## src/rtl/gpio_port_regs.sv

```systemverilog
module gpio_port_regs #(
  parameter int          N       = 8,
  parameter int          AW      = 4,
  parameter logic [N-1:0] DIR_RST = '1,
  parameter logic [N-1:0] OUT_RST = '1,
  parameter logic [N-1:0] PUP_RST = '1
) (
  input  logic            clk,
  input  logic            rst_n,
  input  logic [AW-1:0]   addr,
  input  logic [N-1:0]    wdata,
  input  logic            wr_en,
  output logic [N-1:0]    rdata,
  input  logic [N-1:0]    pad_in,
  output logic [N-1:0]    pad_oe,
  output logic [N-1:0]    pad_out,
  output logic [N-1:0]    pad_od,
  output logic [N-1:0]    pad_pull_en,
  output logic [N-1:0]    pad_pull_up,
  output logic [2*N-1:0]  pad_drive
);

  localparam logic [AW-1:0] A_IN   = AW'(0);
  localparam logic [AW-1:0] A_OUT  = AW'(1);
  localparam logic [AW-1:0] A_INV  = AW'(2);
  localparam logic [AW-1:0] A_DIR  = AW'(3);
  localparam logic [AW-1:0] A_DRVL = AW'(4);
  localparam logic [AW-1:0] A_DRVH = AW'(5);
  localparam logic [AW-1:0] A_PEN  = AW'(6);
  localparam logic [AW-1:0] A_PUP  = AW'(7);
  localparam logic [AW-1:0] A_MODE = AW'(8);

  logic [N-1:0]   out_q, inv_q, dir_q, pen_q, pup_q;
  logic [2*N-1:0] drv_q;
  logic           od_q;
  logic [N-1:0]   in_view;

  always_ff @(posedge clk or negedge rst_n) begin
    if (!rst_n) begin
      out_q <= OUT_RST;
      inv_q <= '0;
      dir_q <= DIR_RST;
      pen_q <= '0;
      pup_q <= PUP_RST;
      drv_q <= '1;
      od_q  <= 1'b0;
    end else if (wr_en) begin
      case (addr)
        A_OUT:   out_q <= wdata;
        A_INV:   inv_q <= wdata;
        A_DIR:   dir_q <= wdata;
        A_DRVL:  drv_q[N-1:0] <= wdata;
        A_DRVH:  drv_q[2*N-1:N] <= wdata;
        A_PEN:   pen_q <= wdata;
        A_PUP:   pup_q <= wdata;
        A_MODE:  od_q  <= wdata[0];
        default: ;
      endcase
    end
  end

  assign in_view = pad_in ^ inv_q;

  always_comb begin
    case (addr)
      A_IN:    rdata = in_view;
      A_OUT:   rdata = out_q;
      A_INV:   rdata = inv_q;
      A_DIR:   rdata = dir_q;
      A_DRVL:  rdata = drv_q[N-1:0];
      A_DRVH:  rdata = drv_q[2*N-1:N];
      A_PEN:   rdata = pen_q;
      A_PUP:   rdata = pup_q;
      A_MODE:  rdata = {{(N-1){1'b0}}, od_q};
      default: rdata = '0;
    endcase
  end

  for (genvar i = 0; i < N; i++) begin : g_pin
    assign pad_oe[i]      = ~dir_q[i] & ~(od_q & out_q[i]);
    assign pad_out[i]     = out_q[i] & ~od_q;
    assign pad_od[i]      = od_q;
    assign pad_drive[2*i +: 2] = drv_q[2*i +: 2];
  end

  assign pad_pull_en = pen_q;
  assign pad_pull_up = pup_q;

endmodule


```

## config.mk

```make
export PLATFORM = sky130hd
export DESIGN_NAME = gpio_port_regs
export DESIGN_NICKNAME = d
export VERILOG_FILES = /design/src/rtl/gpio_port_regs.sv
export SDC_FILE = /design/constraint.sdc
export NUM_CORES = 1
export LEC_CHECK = 0
export ABC_CLOCK_PERIOD_IN_PS = 1600
export BUFFER_PORTS_ARGS = -buffer_cell sky130_fd_sc_hd__buf_2
export CAP_MARGIN = 30
export CELL_PAD_IN_SITES_DETAIL_PLACEMENT = 0
export CELL_PAD_IN_SITES_GLOBAL_PLACEMENT = 1
export CORE_MARGIN = 2
export CORE_UTILIZATION = 40
export CTS_CLUSTER_SIZE = 40
export DETAILED_ROUTE_END_ITERATION = 6
export PLACE_DENSITY = 0.84
export SYNTH_ARGS = -nofsm -noshare
export SYNTH_HDL_FRONTEND = slang
export SYNTH_SLANG_ARGS = --single-unit
```

## constraint.sdc

```tcl
create_clock -name clk -period 1.6 [get_ports clk]
set_input_delay 0.08 -clock clk [delete_from_list [all_inputs] [get_ports clk]]
set_output_delay 0.08 -clock clk [all_outputs]
set_load 0.03 [all_outputs]
```

### Word level (Yosys, flattened, before mapping)

Cells that the tools add are included.

| cells by class | value |
|---|---|
| equality and inequality tests | 8 |
| muxes and demuxes | 1 |
| bitwise operators | 42 |
| reductions and logical operators | 9 |

Operator list:

| operator | count |
|---|---|
| $pmux W8 S9 | 1 |
| $and A1 B1 Y1 | 24 |
| $not A1 Y1 | 17 |
| $eq A4 B3 Y1 const B | 4 |
| $reduce_and A2 Y1 | 8 |
| $eq A4 B2 Y1 const B | 2 |
| $xor A8 B8 Y8 | 1 |
| $eq A4 B1 Y1 const B | 1 |
| $eq A4 B4 Y1 const B | 1 |
| $logic_not A4 Y1 | 1 |

| word-level totals | value |
|---|---|
| flip-flop bits (word level) | 57 |
| bits of input ports | 23 |
| logic and storage cells | 68 |

### Depth between registers and ports, before layout

| logic depth | value |
|---|---|
| depth after elaboration | 3 |
| gate-level depth with buffers | 6 |
| depth with buffers taken out | 4 |

### Worst setup path before layout

No wires, ideal clock.

| timing | value |
|---|---|
| path kind | flip-flop to output port |
| start point | register out_q[5] |
| end point | output rdata[5] |
| arrival | 1869 ps |
| data required time | 1520 ps |
| slack | -349 ps |
| cell stages (with the launch flop) | 4 |
| cells stage by stage | dfstp_2 mux2_2 a22oi_1 o311ai_0 |

| between the ends | value |
|---|---|
| word-level cells in the longest chain between the ends | 1 |

Ends and longest elaborated chain:

| what | line | RTL |
|---|---|---|
| from (decl) | 33 | `logic [N-1:0] out_q, inv_q, dir_q, pen_q, pup_q;` |
| from (signal assigned) | 49 | `A_OUT: out_q <= wdata;` |
| $pmux W8 S9 | 65 | `case (addr)` |
| to (decl) | 13 | `output logic [N-1:0] rdata,` |

Every way passes these cells.

### Worst setup path in the final report

| timing | value |
|---|---|
| start point | register out_q[6] |
| end point | output rdata[6] |

The elaborated chain is that of the path after synthesis.

==> metrics <==
Pre-antenna DRT Iters 4; unique cell type count in the Yosys netlist 40; max-cap viol count 0; count of cells along the worst register-to-register path 3; Static Leakage 1.81 nW; initial drt markers 126; critical-path cell list a22oi_1 > o311ai_1 > buf_4; fraction of final layout cells with drive strength greater than 1 0.711; final count of pins violating max slew 0; master of the slowest instance on the critical path sky130_fd_sc_hd__dfstp_2; row cnt 32; count of input and output buffers 86; routed vias/inst 5.31; clock tree skew after final layout 0 ps; number of vias after detailed routing 2453; arrival time worst endpoint 1540 ps; P&R area growth vs syn 30.4%; met2 global-route usage 0.330; H-tree level count 3; CP peak stage delay 560 ps; diodes inserted 0; run status complete, but fails checks; primary flip-flop cell chosen by synthesis mapping sky130_fd_sc_hd__dfstp_2; weighted congestion at the end of routability-driven global placement 0.811; worst setup path category reg -> out; top cells by area, synth sky130_fd_sc_hd__dfstp_2, sky130_fd_sc_hd__mux2_2, sky130_fd_sc_hd__dfrtp_1; CORE AREA 7610 um2; most common cell in the synthesized netlist sky130_fd_sc_hd__mux2_2; Worst Setup SP out_q[6]$_DFFE_PN1P_; Sinks on Clock Net 57; clock latency at the later pin of the worst-skew pair 340 ps; endpoint of the worst-slack reg-to-reg timing path pad_pull_en[7]$_DFFE_PN0P_; Post-DRT Antenna Nets 0; Power Total 0.00564 W; clock buffers created by TritonCTS 9; worst-margin pin slew 414 ps; library cell with the largest summed area after synthesis sky130_fd_sc_hd__dfstp_2; Remaining Overflow, GRT 0; synthesized cell area 3090 um2; failing checks setup timing; worst IR drop on VDD 0.576 mV; Tightest Hold Check Type in -> reg; met1 capacity usage during global routing 0.285; initial standard-cell utilization of the core 0.406; number of top-level design ports 87; worst reg-to-reg setup slack 600 ps; setup ws final -16.1 ps; Synth async-reset ratio 1.00; area share of the largest cell type after synthesis 0.340; critical path endpoint rdata[6]; Post-Syn Instances 242; number of nets in the finished design 378; clock slew at reported path FFs 60 ps; maximum number of pins on one net before global-route repair 58; syn_nets 265; Mapped Avg Cell Area 12.8 um2; count of flip-flops with a built-in enable after synthesis 0; clock tree buffer depth 2; cell at the root of the clock tree sky130_fd_sc_hd__clkbuf_8; f_max 0.619 GHz; CTS tree yes; startpoint types flip-flop; setup repair after global routing missed its margin yes; synthesis-stage register bit count 57; number of filler instances in the final layout 710; cell types with the highest counts after synthesis sky130_fd_sc_hd__mux2_2, sky130_fd_sc_hd__dfstp_2, sky130_fd_sc_hd__dfrtp_1, sky130_fd_sc_hd__a21oi_1, sky130_fd_sc_hd__buf_4; post-DR wirelength/cell 18.6 um; wire length of the first global-routing pass 13500 um; final core occ 0.529; post-detailed-placement half-perimeter wirelength 6180 um; final count of hold timing violations 0; global routing's busiest layer met2; critical path data required time 1520 ps; routed wire length 8600 um; Final Hold Slack 62.5 ps; maximum fanout count along the critical path 4; die area 8440 um2; Synth Warn # 0; GRT met3 Usage 0.0567; final number of setup-violating endpoints 2; Crit Reg-Reg Startpoint pad_pull_en[7]$_DFFE_PN0P_; register area share after synthesis 0.478; Die Y 91.9 um; # DRC 0; total track usage 0.212; number of antenna violations at the first check in global routing 0; max_slew headroom 0.724; Horiz. Die Dim 91.9 um; final period demand of the worst path 1620 ps; Worst Setup End Kind primary output; Power Density 1400 nW/um2; period utilization 1.01; via count of the first global-routing pass 2486
[flip-flops by register name (all words and copies together), names as in the netlist]
register and count:
out_q 8, pad_pull_up 8, dir_q 8, od_q 1
pad_pull_en 8, inv_q 8, pad_drive 16
[area by class of cell]
cell class                 count  area [um2]  share of cell area
sequential                    57        1480               0.367
clock buffer                  13         159              0.0395
tap                          102         128              0.0317
timing repair buffer         123         747               0.185
multi-input combinational    164        1500               0.373
clock inverter                 3        15.0             0.00373
[report_power, final]
| part | switching (W) | leakage, nW | internal (W) | total (W) |
|---|---|---|---|---|
| Combinational | 0.00135 | 1.09 | 0.000848 | 0.00219 |
| Sequential | 0.000288 | 0.628 | 0.00196 | 0.00225 |
| Clock | 0.000563 | 0.0932 | 0.000639 | 0.00120 |
[worst max-delay path: cells and delay by family (launching register included)]
family / cells / cell delay [ps]
buffers and inverters: 1 / 230
AOI/OAI and AO/OA: 2 / 410
DFF: 1 / 560
[what timing repair did]
item                       4_1_cts  5_1_grt
hold buffers                     1        0
setup buffers                    5        5
resized for setup               11        4
setup endpoints to repair        6        8
hold endpoints to repair        17        0
pin swaps                        6        9
[cell families after synthesis]
logic type	Yosys count	share of synthesized area
AOI/OAI and AO/OA	38	0.0871
xor gates and xnor gates	8	0.0227
buffers and inverters	21	0.0450
DFF	57	0.478
muxes	72	0.259
and+or+nand+nor	46	0.108
[metal layers]
| layer | routed length [um] | part of all wire | vias to the layer above |
|---|---|---|---|
| met5 | 0 | 0 | - |
| met4 | 163 | 0.019 | 0 |
| met3 | 483 | 0.056 | 14 |
| met2 | 4090 | 0.48 | 87 |
| met1 | 3870 | 0.45 | 1227 |
| li1 | - | - | 1125 |
[metrics by stage]
step                      cells  area [um2]  setup slack [ps]  TNS, ps
after floorplan             242        3090              12.8        0
after CTS                   457        3980             -80.9     -146
after global placement      435        3720               107        0
after detailed placement    435        3720              72.7        0
after global routing        462        4030              -103     -479
final                       462        4030             -16.1    -31.8
[worst min path at each step]
stage / slack [ps] / cells past startpoint / startpoint / end
floorplan: -220 / 0 / rst_n / inv_q[0]$_DFFE_PN0P_
global placement: 110 / 2 / rst_n / pad_pull_en[5]$_DFFE_PN0P_
detailed placement: 100 / 2 / rst_n / pad_pull_en[5]$_DFFE_PN0P_
CTS: 50 / 2 / wdata[6] / inv_q[6]$_DFFE_PN0P_
global route: 60 / 2 / wdata[6] / dir_q[6]$_DFFE_PN1P_
finish: 60 / 2 / wdata[6] / pad_drive[6]$_DFFE_PN1P_
[layout by cell type (no fill, tap or decap), types with 2 or more instances in the layout]
master	n
sky130_fd_sc_hd__clkinv_2	3
sky130_fd_sc_hd__nand2_1	3
sky130_fd_sc_hd__a32oi_1	4
sky130_fd_sc_hd__xor2_1	8
sky130_fd_sc_hd__clkbuf_1	2
sky130_fd_sc_hd__a21oi_1	13
sky130_fd_sc_hd__o311ai_1	3
sky130_fd_sc_hd__a22oi_1	4
sky130_fd_sc_hd__dfrtp_1	17
sky130_fd_sc_hd__nor2_4	2
sky130_fd_sc_hd__nand3_1	4
sky130_fd_sc_hd__clkbuf_8	11
sky130_fd_sc_hd__buf_2	78
sky130_fd_sc_hd__buf_4	42
sky130_fd_sc_hd__nand2b_1	3
sky130_fd_sc_hd__nor2_1	3
sky130_fd_sc_hd__nor3_1	6
sky130_fd_sc_hd__mux2i_1	8
sky130_fd_sc_hd__nor2b_1	8
sky130_fd_sc_hd__dfstp_2	40
sky130_fd_sc_hd__a31oi_1	3
sky130_fd_sc_hd__mux2_2	63
sky130_fd_sc_hd__o211ai_1	3
sky130_fd_sc_hd__and3_1	3
(Power assumes the default switching activity.)
